## src/rtl/tsu_pkg.sv

```systemverilog
package tsu_pkg;

    // Event and mask bit positions (decoded by software)
    localparam int EV_TRIG1 = 25;
    localparam int EV_TRIG0 = 24;
    localparam int EV_ALM1  = 17;
    localparam int EV_ALM0  = 16;
    localparam int EV_PUL0  = 7;
    localparam int EV_PUL1  = 6;
    localparam int EV_PUL2  = 5;

    // Control bits selecting the falling edge per trigger
    localparam int CT_FALL0 = 8;
    localparam int CT_FALL1 = 9;

    localparam logic [31:0] EV_IMPL = (32'd1 << EV_TRIG1) | (32'd1 << EV_TRIG0)
                                    | (32'd1 << EV_ALM1)  | (32'd1 << EV_ALM0)
                                    | (32'd1 << EV_PUL0)  | (32'd1 << EV_PUL1)
                                    | (32'd1 << EV_PUL2);

    typedef enum logic [2:0] {
        A_CTRL   = 3'd0,
        A_EVENT  = 3'd1,
        A_MASK   = 3'd2,
        A_S0_HI  = 3'd3,
        A_S0_LO  = 3'd4,
        A_S1_HI  = 3'd5,
        A_S1_LO  = 3'd6,
        A_UNUSED = 3'd7
    } tsu_addr_e;

endpackage

```

## src/rtl/tsu_edge_detect.sv

```systemverilog
module tsu_edge_detect #(
    parameter int N           = 2,
    parameter int SYNC_STAGES = 2
) (
    input  logic         clk_i,
    input  logic         rst_ni,
    input  logic [N-1:0] async_i,
    input  logic [N-1:0] fall_sel_i,
    output logic [N-1:0] edge_o
);

    localparam int LAST = SYNC_STAGES - 1;

    typedef struct packed {
        logic [SYNC_STAGES-1:0][N-1:0] sync;
        logic [N-1:0]                  prev;
    } state_t;

    state_t st_d, st_q;

    always_comb begin
        st_d = st_q;
        st_d.sync[0] = async_i;
        for (int s = 1; s < SYNC_STAGES; s++) begin
            st_d.sync[s] = st_q.sync[s-1];
        end
        st_d.prev = st_q.sync[LAST];
    end

    always_ff @(posedge clk_i) begin
        if (!rst_ni) begin
            st_q <= '0;
        end else begin
            st_q <= st_d;
        end
    end

    for (genvar g = 0; g < N; g++) begin : g_chan
        logic cur;
        assign cur       = st_q.sync[LAST][g];
        assign edge_o[g] = fall_sel_i[g] ? (st_q.prev[g] & ~cur)
                                         : (~st_q.prev[g] & cur);
    end

endmodule

```

## src/rtl/tsu_stamp_reg.sv

```systemverilog
module tsu_stamp_reg #(
    parameter int TIME_W = 64
) (
    input  logic              clk_i,
    input  logic              rst_ni,
    input  logic              load_i,
    input  logic [TIME_W-1:0] time_i,
    output logic [TIME_W-1:0] stamp_o
);

    logic [TIME_W-1:0] stamp_d, stamp_q;

    always_comb begin
        stamp_d = stamp_q;
        if (load_i) begin
            stamp_d = time_i;
        end
    end

    always_ff @(posedge clk_i) begin
        if (!rst_ni) begin
            stamp_q <= '0;
        end else begin
            stamp_q <= stamp_d;
        end
    end

    assign stamp_o = stamp_q;

endmodule

```

## src/rtl/tsu_event_bank.sv

```systemverilog
module tsu_event_bank #(
    parameter int          DW   = 32,
    parameter logic [DW-1:0] IMPL = '1
) (
    input  logic          clk_i,
    input  logic          rst_ni,
    input  logic [DW-1:0] set_i,
    input  logic [DW-1:0] clr_i,
    input  logic          mask_we_i,
    input  logic [DW-1:0] mask_wdata_i,
    output logic [DW-1:0] event_o,
    output logic [DW-1:0] mask_o,
    output logic          irq_o
);

    typedef struct packed {
        logic [DW-1:0] evt;
        logic [DW-1:0] mask;
        logic          irq;
    } bank_t;

    bank_t bk_d, bk_q;

    always_comb begin
        bk_d = bk_q;
        // Clear first, then OR in the sets: a set on the same edge wins
        bk_d.evt = ((bk_q.evt & ~clr_i) | set_i) & IMPL;
        if (mask_we_i) begin
            bk_d.mask = mask_wdata_i & IMPL;
        end
        bk_d.irq = |(bk_q.evt & bk_q.mask);
    end

    always_ff @(posedge clk_i) begin
        if (!rst_ni) begin
            bk_q <= '0;
        end else begin
            bk_q <= bk_d;
        end
    end

    assign event_o = bk_q.evt;
    assign mask_o  = bk_q.mask;
    assign irq_o   = bk_q.irq;

endmodule

```

## src/rtl/tsu_stamp_unit.sv

```systemverilog
module tsu_stamp_unit
    import tsu_pkg::*;
#(
    parameter int TIME_W      = 64,
    parameter int DW          = 32,
    parameter int AW          = 3,
    parameter int SYNC_STAGES = 2
) (
    input  logic              clk_i,
    input  logic              rst_ni,
    input  logic [TIME_W-1:0] time_i,
    input  logic [1:0]        trig_i,
    input  logic [1:0]        alarm_i,
    input  logic [2:0]        pulse_i,
    input  logic [AW-1:0]     bus_addr_i,
    input  logic              bus_we_i,
    input  logic [DW-1:0]     bus_wdata_i,
    output logic [DW-1:0]     bus_rdata_o,
    output logic [TIME_W-1:0] stamp0_o,
    output logic [TIME_W-1:0] stamp1_o,
    output logic [DW-1:0]     event_o,
    output logic [DW-1:0]     mask_o,
    output logic              irq_o
);

    localparam int N_TRIG = 2;
    localparam int HI_W   = TIME_W - DW;

    // Control register: falling-edge select per trigger
    typedef struct packed {
        logic [N_TRIG-1:0] fall;
    } ctrl_t;

    ctrl_t ctrl_d, ctrl_q;

    tsu_addr_e addr;
    assign addr = tsu_addr_e'(bus_addr_i);

    always_comb begin
        ctrl_d = ctrl_q;
        if (bus_we_i && addr == A_CTRL) begin
            ctrl_d.fall[0] = bus_wdata_i[CT_FALL0];
            ctrl_d.fall[1] = bus_wdata_i[CT_FALL1];
        end
    end

    always_ff @(posedge clk_i) begin
        if (!rst_ni) begin
            ctrl_q <= '0;
        end else begin
            ctrl_q <= ctrl_d;
        end
    end

    // Trigger edge detection
    logic [N_TRIG-1:0] edge_hit;

    tsu_edge_detect #(
        .N           (N_TRIG),
        .SYNC_STAGES (SYNC_STAGES)
    ) i_edge (
        .clk_i      (clk_i),
        .rst_ni     (rst_ni),
        .async_i    (trig_i),
        .fall_sel_i (ctrl_q.fall),
        .edge_o     (edge_hit)
    );

    // Capture registers, one per channel
    logic [N_TRIG-1:0][TIME_W-1:0] stamps;

    for (genvar c = 0; c < N_TRIG; c++) begin : g_cap
        tsu_stamp_reg #(
            .TIME_W (TIME_W)
        ) i_stamp (
            .clk_i   (clk_i),
            .rst_ni  (rst_ni),
            .load_i  (edge_hit[c]),
            .time_i  (time_i),
            .stamp_o (stamps[c])
        );
    end

    assign stamp0_o = stamps[0];
    assign stamp1_o = stamps[1];

    // Event set and clear vectors
    logic [DW-1:0] ev_set, ev_clr;

    always_comb begin
        ev_set           = '0;
        ev_set[EV_TRIG0] = edge_hit[0];
        ev_set[EV_TRIG1] = edge_hit[1];
        ev_set[EV_ALM0]  = alarm_i[0];
        ev_set[EV_ALM1]  = alarm_i[1];
        ev_set[EV_PUL0]  = pulse_i[0];
        ev_set[EV_PUL1]  = pulse_i[1];
        ev_set[EV_PUL2]  = pulse_i[2];
        ev_clr = (bus_we_i && addr == A_EVENT) ? bus_wdata_i : '0;
    end

    tsu_event_bank #(
        .DW   (DW),
        .IMPL (DW'(EV_IMPL))
    ) i_bank (
        .clk_i        (clk_i),
        .rst_ni       (rst_ni),
        .set_i        (ev_set),
        .clr_i        (ev_clr),
        .mask_we_i    (bus_we_i && addr == A_MASK),
        .mask_wdata_i (bus_wdata_i),
        .event_o      (event_o),
        .mask_o       (mask_o),
        .irq_o        (irq_o)
    );

    // Read path
    always_comb begin
        bus_rdata_o = '0;
        unique case (addr)
            A_CTRL: begin
                bus_rdata_o[CT_FALL0] = ctrl_q.fall[0];
                bus_rdata_o[CT_FALL1] = ctrl_q.fall[1];
            end
            A_EVENT:  bus_rdata_o = event_o;
            A_MASK:   bus_rdata_o = mask_o;
            A_S0_HI:  bus_rdata_o = DW'(stamps[0][TIME_W-1 -: HI_W]);
            A_S0_LO:  bus_rdata_o = stamps[0][DW-1:0];
            A_S1_HI:  bus_rdata_o = DW'(stamps[1][TIME_W-1 -: HI_W]);
            A_S1_LO:  bus_rdata_o = stamps[1][DW-1:0];
            default:  bus_rdata_o = '0;
        endcase
    end

endmodule

```

## config.mk

```make
export PLATFORM = sky130hd
export DESIGN_NAME = tsu_stamp_unit
export DESIGN_NICKNAME = d
export VERILOG_FILES = /design/src/rtl/tsu_pkg.sv /design/src/rtl/tsu_edge_detect.sv /design/src/rtl/tsu_stamp_reg.sv /design/src/rtl/tsu_event_bank.sv /design/src/rtl/tsu_stamp_unit.sv
export SDC_FILE = /design/constraint.sdc
export NUM_CORES = 1
export LEC_CHECK = 0
export ABC_CLOCK_PERIOD_IN_PS = 2400
export CAP_MARGIN = 20
export CORE_AREA = 2 2 131 133
export CTS_CLUSTER_DIAMETER = 120
export DETAILED_ROUTE_END_ITERATION = 7
export DIE_AREA = 0 0 133 135
export DONT_BUFFER_PORTS = 1
export HOLD_SLACK_MARGIN = 0.02
export PLACE_DENSITY = 0.62
export RECOVER_POWER = 25
export REMOVE_ABC_BUFFERS = 1
export SETUP_SLACK_MARGIN = 0.15
export SYNTH_ARGS = -nofsm -noshare
export SYNTH_HDL_FRONTEND = slang
export SYNTH_SLANG_ARGS = --single-unit
```

## constraint.sdc

```tcl
create_clock -name clk_i -period 2.4 [get_ports clk_i]
set_input_delay 0 -clock clk_i [delete_from_list [all_inputs] [get_ports clk_i]]
set_output_delay 0 -clock clk_i [all_outputs]
set_load 0.05 [all_outputs]
```

==> out/qor.yml, run 1 <==
die:
  design.core.area_sq_um: 16400
  start_util_pct: 43.9
  die_w_microns: 133
  die-area_sq_um: 18000
  row_count: 47
  ios: 334
  fp.dieH_microns: 135
drt:
  wl_per_cell_microns: 20.0
  drtIter0Drc: 391
  vias: 6575
  drt_first_pass_iters: 5
  wl_microns: 23400
  detail-route-antenna-nets: 0
  drc: 0
  vias_per_cell: 5.60
global_route:
  grt.total_usage_pct: 25.6
  antenna_found_initial: 1
  grt_start_max_net_pins: 117
  grt_pass1_vias: 6853
  grt-ovfl-total: 0
  grt_pass1_wl_microns: 35800
synth:
  synth_seq_area_share_pct: 42.0
  syn_area_per_cell_sq_um: 9.44
  yosysTopAreaCell: "dfxtp_1"
  netlist_top_cells_area: "dfxtp_1 (42%), mux2i_1 (23%), nand2_1 (10%)"
  netlist_instances: 762
  synth.distinct_cells: 36
  ys_warn_count: 0
  synth_top_cell_area_share_pct: 42.0
  ys_ff_latch: 151
  synth_area_sq_um: 7200
power_and_ir_drop:
  p_total_w: 0.00654
  power_density_nw_per_um2: 683
  leakagePower_nw: 4.50
  peakVddDrop_mv: 0.489
placed_design:
  placedCellCount: 965
  dp.final_hpwl_microns: 13600
  gp_congestion: 0.776
  portBuffers: 0
clocking:
  cts.clk_slew.worst_paths_ps: 70
  cts_sinks: 151
  insertion_delay_ps: 430
  cts_buffer_depth: 2
  numCtsBuffers: 17
  post_cts_buffers: 0
  cts_max_level: 4
  clockRootBuffer: "clkbuf_16"
  cts_tree: "done"
critical_path:
  required_ps: 2780
  critPathLaunchType: "register"
  critical_path_class: "reg2reg"
  arrival_ps: 2520
  crit_fanout: 3
  worstSetupEndpointType: "register"
sta:
  slew-limit-headroom_pct: 47.0
  post-route-min-period_ps: 2140
  tightest_slew_ps: 792
  setup_viol: 0
  slew_violations: 0
  skew_ps: 11.9
  final_hold_viol_count: 0
  rsz0062_at_grt: "false"
  timing.fmax_mhz: 467
  post-route-period-util_pct: 89.2
cells_and_area:
  nets: 1049
  final_core_util_pct: 58.4
  drive_gt1_share_pct: 8.81
  fin_cells: 1174
  syn2layout_area_growth_pct: 33.2
run:
  drv_cap: 0
run_status:
  status: "finished, final reports clean"
hold_path:
  worstHoldPathType: "in2reg"
[worst max-delay path: stages (launching register included)]
cell           delay, ps
dfxtp_1              680
nand2_1              110
dlygate4sd3_1        600
mux2i_1              140
dlygate4sd3_1        560
[stage by stage]
stage / setup slack [ps] / setup TNS, ps / instance area, sq um / hold slack, ps
after floorplan: -1030 / -133090 / 6620 / 101
after global placement: 854 / 0 / 7230 / 103
after detailed placement: 781 / 0 / 7230 / 106
after CTS: 270 / 0 / 9590 / 62.3
after global routing: 167 / 0 / 9580 / 93.8
final: 260 / 0 / 9580 / 108
[synthesized netlist by cell type (all sizes together)]
| library cell | instances |
|---|---|
| and2 | 6 |
| mux2 | 11 |
| nor2b | 8 |
| and4bb | 2 |
| nor4b | 1 |
| o21bai | 2 |
| clkbuf | 19 |
| o211ai | 2 |
| a31oi | 6 |
| nand2 | 196 |
| nand3 | 2 |
| a21oi | 7 |
| o22ai | 23 |
| mux2i | 163 |
| dfxtp | 151 |
| a22oi | 27 |
| conb | 1 |
| buf | 89 |
| a32oi | 2 |
| nor3b | 2 |
| a2bb2oi | 3 |
| nor2 | 14 |
| a222oi | 1 |
| o21ai | 5 |
| inv | 8 |
| a221oi | 11 |
[repair_timing]
item | 4_1_cts | 5_1_grt
endpoints found under the hold margin | 150 | 0
hold buffers | 176 | 0
resized for setup | 0 | 2
setup endpoints to repair | 0 | 8
[per-layer routing]
layer | share of wire (%) | routed length (microns) | GRT usage [%]
met5 | 0 | 0 | 0
met4 | 4.2 | 983 | 15.7
met3 | 7.9 | 1860 | 8.07
met2 | 51 | 12000 | 44.9
met1 | 37 | 8620 | 27.0
[sequential cells by signal, summed over array words and instances (netlist names)]
| register | flops |
|---|---|
| i_bank.mask_o | 7 |
| i_bank.event_o | 7 |
| ctrl_q | 2 |
| i_edge.st_d | 2 |
| i_edge.st_q | 2 |
| g_cap.i_stamp.stamp_o | 128 |
| i_bank.irq_o | 1 |
| i_edge.g_chan.cur | 2 |
[area by class of cell]
class,count,area (sq um)
well taps,220,275
fillers,1369,6820
clock buffers,19,433
inverters,8,30.0
clock inverters,13,150
multi-input cells,544,3580
diodes,1,2.50
repair buffers,218,2090
flip-flops and latches,151,3020
[logic make-up after synthesis]
family          Yosys count  synth area share, %
flops                   151                 42.0
other cells               1               0.0521
buf+inv                 116                 11.0
compound gates           89                 8.95
mux                     174                 24.4
simple gates            231                 13.6
[path summary, 6_finish.rpt]
kind                                                      to  slack, ps  cells past startpoint                         start
worst min register to register   g_cap[1].i_stamp.stamp_o[0]        730                      2   g_cap[1].i_stamp.stamp_o[0]
worst max-delay path            g_cap[1].i_stamp.stamp_o[34]        260                      4  g_cap[1].i_stamp.stamp_o[34]
worst min-delay path            g_cap[1].i_stamp.stamp_o[20]        110                      3                        rst_ni
worst max register to register  g_cap[1].i_stamp.stamp_o[34]        260                      4  g_cap[1].i_stamp.stamp_o[34]
[cells in the final DEF (no fill, tap or decap), drive strengths merged, types with 3 or more instances in the layout]
| cell | Yosys | final |
|---|---|---|
| a21oi | 7 | 7 |
| a221oi | 11 | 11 |
| a22oi | 27 | 27 |
| a2bb2oi | 3 | 3 |
| a31oi | 6 | 6 |
| and2 | 6 | 6 |
| buf | 89 | 39 |
| clkbuf | 19 | 23 |
| clkinv | 0 | 4 |
| clkinvlp | 0 | 5 |
| conb | 1 | 50 |
| dfxtp | 151 | 151 |
| dlygate4sd3 | 0 | 175 |
| inv | 8 | 10 |
| mux2 | 11 | 11 |
| mux2i | 163 | 163 |
| nand2 | 196 | 196 |
| nor2 | 14 | 14 |
| nor2b | 8 | 8 |
| o21ai | 5 | 5 |
| o22ai | 23 | 23 |
[report_power, final]
part	switching [W]	internal (W)	total (W)
sequential	0.000408	0.00260	0.00301
combinational	0.000534	0.000341	0.000875
clock	0.00112	0.00154	0.00266
total	0.00206	0.00448	0.00654
(Power assumes the default switching activity.)
==> run 2, diff against run 1 <==
- PLACE_DENSITY: 0.62 -> 0.66
==> run 2 against run 1 <==
Effect of this change: register-to-register slack got worse by 60 ps; clock skew increased by 1.6 ps; clock power increased by 14%; global-route usage decreased by 0.22 points; sequential power about the same; wire length decreased by 0.31%; utilization increased by 0.31 points; worst hold slack got worse by 50 ps; non-clock buffer count decreased by 2; design area increased by 0.54%; final cell count decreased by 0.17%; critical path depth unchanged; critical endpoint is now g_cap[1].i_stamp.stamp_o[23].
==> out/qor.yml, run 2 (synthesized netlist as in run 1, its figures left out) <==
cells_and_area:
  nets: 1047  # -0.19%
  drive_gt1_share_pct: 9.15  # +0.33 points
  n_fill_cell: 1367  # -0.15%
  largest_reg_flops: 128  # unchanged
  final_cell_mix: "nand2_1 (194), dlygate4sd3_1 (171), mux2i_1 (163), dfxtp_1 (151), conb_1 (50)"
  layout_commonest_cell: "nand2_1"
  syn2layout_area_growth_pct: 33.9
sta:
  timing.fmax_mhz: 454  # -2.8%
  rsz0062_at_grt: "false"
  slew_violations: 0  # unchanged
  slew-limit-headroom_pct: 46.4  # -0.62 points
  setup_viol: 0  # unchanged
  skew_ps: 13.5  # +1.58 ps
  final_hold_viol_count: 0  # unchanged
  tns_ps: 0  # unchanged
  holdWs_ps: 57.9  # -49.8 ps
  post-route-period-util_pct: 91.7  # +2.6 points
  tightest_slew_ps: 805  # +12.9 ps
  post-route-min-period_ps: 2200  # +62.0 ps
power_and_ir_drop:
  clkPwrFrac_pct: 43.8  # +3.2 points
  p_sw_share_pct: 30.1  # -1.4 points
  intPower_w: 0.00482  # +7.6%
  peakVddDrop_mv: 0.466  # -4.6%
  leakagePower_nw: 4.53  # +0.52%
  p_seq_share_pct: 43.6  # -2.4 points
  power_frac_comb_pct: 12.6  # -0.8 points
  power_density_nw_per_um2: 716  # +4.8%
  p_sw_w: 0.00207  # +0.65%
critical_path:
  arrival_ps: 2570  # +50 ps
  path_cells: "nand2_1, dlygate4sd3_1, mux2i_1, dlygate4sd3_1"
  required_ps: 2770  # about the same
  crit_fanout: 3  # unchanged
  slowest_stage: "dfxtp_1"
  path_common_cell: "dlygate4sd3_1"
  r2r_end: "g_cap[1].i_stamp.stamp_o[23]"
  r2r-start: "g_cap[1].i_stamp.stamp_o[23]"
  cpPeakStageDelay_ps: 690  # about the same
  worstSetupEndpointType: "register"
  critPathLaunchType: "register"
  startpoint: "g_cap[1].i_stamp.stamp_o[23]"
  rrSetupSlack_ps: 200  # -60 ps
  critical_path_class: "reg2reg"
  critPathCapture: "g_cap[1].i_stamp.stamp_o[23]"
  r2r_cells: 4  # unchanged
hold_path:
  holdPathStages: 3  # unchanged
  worstHoldPathType: "in2reg"
clocking:
  numCtsBuffers: 17  # unchanged
  cts_buffer_depth: 2  # unchanged
  cts_sinks: 151  # unchanged
  insertion_delay_ps: 430  # about the same
  cts_tree: "done"
  cts.clk_slew.worst_paths_ps: 70  # about the same
  clockRootBuffer: "clkbuf_16"
  post_cts_buffers: 0  # unchanged
  cts_max_level: 4  # unchanged
drt:
  vias: 6296  # -4.2%
  drc: 0  # unchanged
  drtIter0Drc: 309  # -21%
  drt_first_pass_iters: 6  # +1
  wl_per_cell_microns: 19.9  # -0.14%
  detail-route-antenna-nets: 0  # unchanged
  wl_microns: 23400  # -0.31%
  vias_per_cell: 5.37  # -4.1%
placed_design:
  gp_congestion: 0.769  # -0.91%
  portBuffers: 0  # unchanged
  dp.final_hpwl_microns: 13100  # -4.0%
die:
  row_count: 47  # unchanged
  fp.dieH_microns: 135  # unchanged
  die_w_microns: 133  # unchanged
  die-area_sq_um: 18000  # unchanged
  design.core.area_sq_um: 16400  # unchanged
  ios: 334  # unchanged
  start_util_pct: 43.9  # unchanged
global_route:
  grt_start_max_net_pins: 122  # +4.3%
  grt_pass1_wl_microns: 35700  # -0.21%
  grt.total_usage_pct: 25.4  # -0.22 points
  grt-ovfl-total: 0  # unchanged
  grt_pass1_vias: 6560  # -4.3%
  antenna_found_initial: 1  # unchanged
run:
  drv_cap: 0  # unchanged
run_status:
  status: "finished, final reports clean"
run 2: worst min-delay path by stage:
stage | startpoint | to | slack (ps)
finish | rst_ni | g_cap[1].i_stamp.stamp_o[6] | 60
global route | rst_ni | g_cap[1].i_stamp.stamp_o[50] | 100
CTS | rst_ni | g_cap[1].i_stamp.stamp_o[6] | 70
detailed placement | bus_wdata_i[16] | i_bank.event_o[16] | 100
global placement | bus_wdata_i[6] | i_bank.event_o[6] | 100
floorplan | bus_wdata_i[16] | i_bank.event_o[16] | 100
run 2: cell type report:
class	instances	area, sq um	share of cell area, %
Multi-Input combinational cell	544	3580	37.2
Inverter	8	30.0	0.312
Clock inverter	14	220	2.29
Antenna cell	1	2.50	0.0260
Timing Repair Buffer	216	2060	21.4
Sequential cell	151	3020	31.4
Clock buffer	18	439	4.56
Tap cell	220	275	2.86
run 2: power groups by stage:
stage	Sequential, W	Combinational (W)	Clock [W]
2_1_floorplan	0.00303	0.000529	0
3_3_place_gp	0.00306	0.000632	0
3_5_place_dp	0.00306	0.000640	0
4_1_cts	0.00300	0.000858	0.00305
5_1_grt	0.00301	0.000924	0.00314
6_report	0.00300	0.000872	0.00302
run 2: stage by stage:
step | total power (W) | utilization (%) | cells | worst slack, ps | cell area [sq um]
final | 0.00690 | 58.7 | 1172 | 198 | 9630
after global routing | 0.00708 | 58.7 | 1172 | 94.8 | 9630
after CTS | 0.00691 | 58.8 | 1171 | 328 | 9650
after detailed placement | 0.00370 | 44.2 | 967 | 867 | 7260
after global placement | 0.00369 | 44.2 | 967 | 901 | 7260
after floorplan | 0.00356 | - | 703 | -1030 | 6620
run 2: what timing repair did:
action,in CTS,in global routing
setup endpoints to repair,0,1
endpoints found under the hold margin,151,0
gates resized for setup,0,1
hold buffers,172,0
run 2: worst max-delay path, delay by kind of cell, from the launching register on:
| kind | cells | cell delay, ps |
|---|---|---|
| buffers and inverters | 2 | 1170 |
| DFF | 1 | 690 |
| and+or+nand+nor | 1 | 140 |
| muxes | 1 | 140 |
run 2: layer usage:
metal / vias up / part of all wire (%) / global-route usage [%]
met3: 61 / 7.9 / 7.88
met2: 288 / 50 / 45.2
met4: 0 / 3.3 / 12.6
met5: - / 0 / 0
li1: 2881 / - / -
met1: 3066 / 38 / 27.4
==> run 3, diff against run 2 <==
- CELL_PAD_IN_SITES_DETAIL_PLACEMENT: unset -> 0
- CELL_PAD_IN_SITES_GLOBAL_PLACEMENT: unset -> 1
- CORE_AREA: 2 2 131 133 -> 2 2 128 130
- DIE_AREA: 0 0 133 135 -> 0 0 130 132
- PLACE_DENSITY: 0.66 -> 0.87
==> run 3 against run 2 <==
Effect of this change: sequential share of layout area fell by 0.15 points; critical path depth is the same; first-iteration DRC count increased by 32%; clock power decreased by 6%; clock skew is 4.1 ps lower; largest power group is now registers; worst hold slack gained 11 ps; critical path type unchanged; combinational power up 2.8%; register-to-register slack better by 40 ps; wire length fell by 1.5%; utilization rose by 2.9 points; setup slack better by 36 ps; die area shrank 4.4%; highest routed layer unchanged.
==> out/qor.yml, run 3 (synthesized netlist as in run 1, its figures left out) <==
drt:
  wl_per_cell_microns: 19.5  # -2.1%
  detail-route-antenna-nets: 0  # unchanged
  drt_first_pass_iters: 7  # +1
  drc: 0  # unchanged
  wl_microns: 23000  # -1.5%
  vias: 6346  # +0.79%
  vias_per_cell: 5.38  # +0.11%
  drtIter0Drc: 409  # +32%
critical_path:
  worstSetupEndpointType: "register"
  r2r-start: "g_cap[0].i_stamp.stamp_o[46]"
  crit_fanout: 3  # unchanged
  startpoint: "g_cap[0].i_stamp.stamp_o[46]"
  critPathLaunchType: "register"
  required_ps: 2760  # about the same
  arrival_ps: 2530  # -40 ps
  critical_path_class: "reg2reg"
cells_and_area:
  nets: 1059  # +1.1%
  largest_reg_flops: 128  # unchanged
  drive_gt1_share_pct: 8.93  # -0.22 points
  n_fill_cell: 1301  # -4.8%
  syn2layout_area_growth_pct: 34.5
  final_cell_mix: "nand2_1 (194), dlygate4sd3_1 (179), mux2i_1 (163), dfxtp_1 (151), conb_1 (50)"
  fin_cells: 1180  # +0.68%
  final_core_util_pct: 61.6  # +2.9 points
  layout_commonest_cell: "nand2_1"
clocking:
  post_cts_buffers: 0  # unchanged
  insertion_delay_ps: 420  # about the same
  cts_buffer_depth: 2  # unchanged
  clockRootBuffer: "clkbuf_16"
  numCtsBuffers: 17  # unchanged
  cts_sinks: 151  # unchanged
  cts.clk_slew.worst_paths_ps: 60  # about the same
  cts_max_level: 4  # unchanged
  cts_tree: "done"
sta:
  holdWs_ps: 68.7  # +10.8 ps
  final_hold_viol_count: 0  # unchanged
  skew_ps: 9.44  # -4.06 ps
  tightest_slew_ps: 868  # +63.1 ps
  slew-limit-headroom_pct: 42.2  # -4.2 points
  post-route-min-period_ps: 2170  # -36.3 ps
  tns_ps: 0  # unchanged
  setup_viol: 0  # unchanged
  rsz0062_at_grt: "false"
  post-route-period-util_pct: 90.2  # -1.5 points
  slew_violations: 0  # unchanged
  timing.fmax_mhz: 462  # +1.7%
placed_design:
  placedCellCount: 967  # unchanged
  gp_congestion: 0.760  # -1.2%
  dp.final_hpwl_microns: 13200  # +1.2%
  portBuffers: 0  # unchanged
power_and_ir_drop:
  p_seq_share_pct: 44.4  # +0.8 points
  power_density_nw_per_um2: 695  # -2.8%
  clkPwrFrac_pct: 42.3  # -1.5 points
  power_frac_comb_pct: 13.3  # +0.7 points
  peakVddDrop_mv: 0.422  # -9.4%
  p_sw_share_pct: 29.9  # -0.13 points
  p_total_w: 0.00673  # -2.4%
  leakagePower_nw: 4.54  # +0.35%
  intPower_w: 0.00472  # -2.2%
  p_sw_w: 0.00202  # -2.8%
global_route:
  antenna_found_initial: 1  # unchanged
  grt_pass1_wl_microns: 35100  # -1.8%
  grt.total_usage_pct: 25.9  # +0.49 points
  grt_pass1_vias: 6617  # +0.87%
  grt-ovfl-total: 0  # unchanged
  grt_start_max_net_pins: 111  # -9.0%
hold_path:
  min_from: "rst_ni"
  worstHoldPathType: "in2reg"
die:
  design.core.area_sq_um: 15700  # -4.2%
  row_count: 46  # -2.1%
  die-area_sq_um: 17200  # -4.4%
  fp.dieH_microns: 132  # -2.2%
  die_w_microns: 130  # -2.3%
  ios: 334  # unchanged
  start_util_pct: 45.8  # +1.9 points
run_status:
  status: "finished, final reports clean"
run:
  drv_cap: 0  # unchanged
==> run 3: changes by cell type in the layout (fill, tap and decap cells not counted), sizes merged <==
cell         before  now
buf              39   40
bufinv            5    4
clkbuf           24   29
clkinv            5    4
clkinvlp          1    3
dlygate4sd3     171  179
inv              11    9
==> run 3: worst max-delay path, cell delays in order, from the launching register on <==
cell and delay [ps]:
dfxtp_1 700, nand2_1 110, dlygate4sd3_1 590, mux2i_1 140, dlygate4sd3_1 560
==> run 3: final cells by class <==
cell class	instances	area [sq um]	area share [%]
antenna	1	2.50	0.0258
clock buffer	20	447	4.61
inverter	8	30.0	0.310
multi-input combinational	544	3580	37.0
timing repair buffer	228	2150	22.2
tap	216	270	2.79
sequential	151	3020	31.2
clock inverter	12	175	1.81
==> run 3: worst paths after layout <==
kind | slack, ps | endpoint | cells after the start
worst min-delay path | 70 | g_cap[0].i_stamp.stamp_o[10] | 3
worst min register to register | 610 | i_bank.irq_o | 2
worst max register to register | 230 | g_cap[0].i_stamp.stamp_o[46] | 4
worst max-delay path | 230 | g_cap[0].i_stamp.stamp_o[46] | 4
==> run 3: power groups by stage <==
| stage | logic [W] | clock network (W) | registers, W |
|---|---|---|---|
| after floorplan | 0.000529 | 0 | 0.00303 |
| after global placement | 0.000648 | 0 | 0.00304 |
| after detailed placement | 0.000658 | 0 | 0.00304 |
| after CTS | 0.000884 | 0.00289 | 0.00299 |
| after global routing | 0.000949 | 0.00300 | 0.00300 |
| final | 0.000896 | 0.00285 | 0.00299 |
==> run 3: what timing repair did <==
| action | CTS | global route |
|---|---|---|
| resized for setup | 0 | 1 |
| setup endpoints to repair | 0 | 2 |
| hold endpoints to repair | 151 | 0 |
| hold buffers | 180 | 0 |
==> run 3: per-layer routing <==
metal  GRT usage, %  vias to the layer above  routed length, microns
li1               -                     2912                       -
met1           29.2                     3072                    8980
met2           43.6                      295                   11500
met3           8.81                       67                    1830
met4           12.4                        0                     735
met5              0                        -                       0
==> run 3: stage by stage <==
stage | cell area, sq um | worst slack, ps
after floorplan | 6620 | -1030
final | 9680 | 235
after detailed placement | 7270 | 829
after global placement | 7270 | 860
after global routing | 9680 | 162
after CTS | 9710 | 293
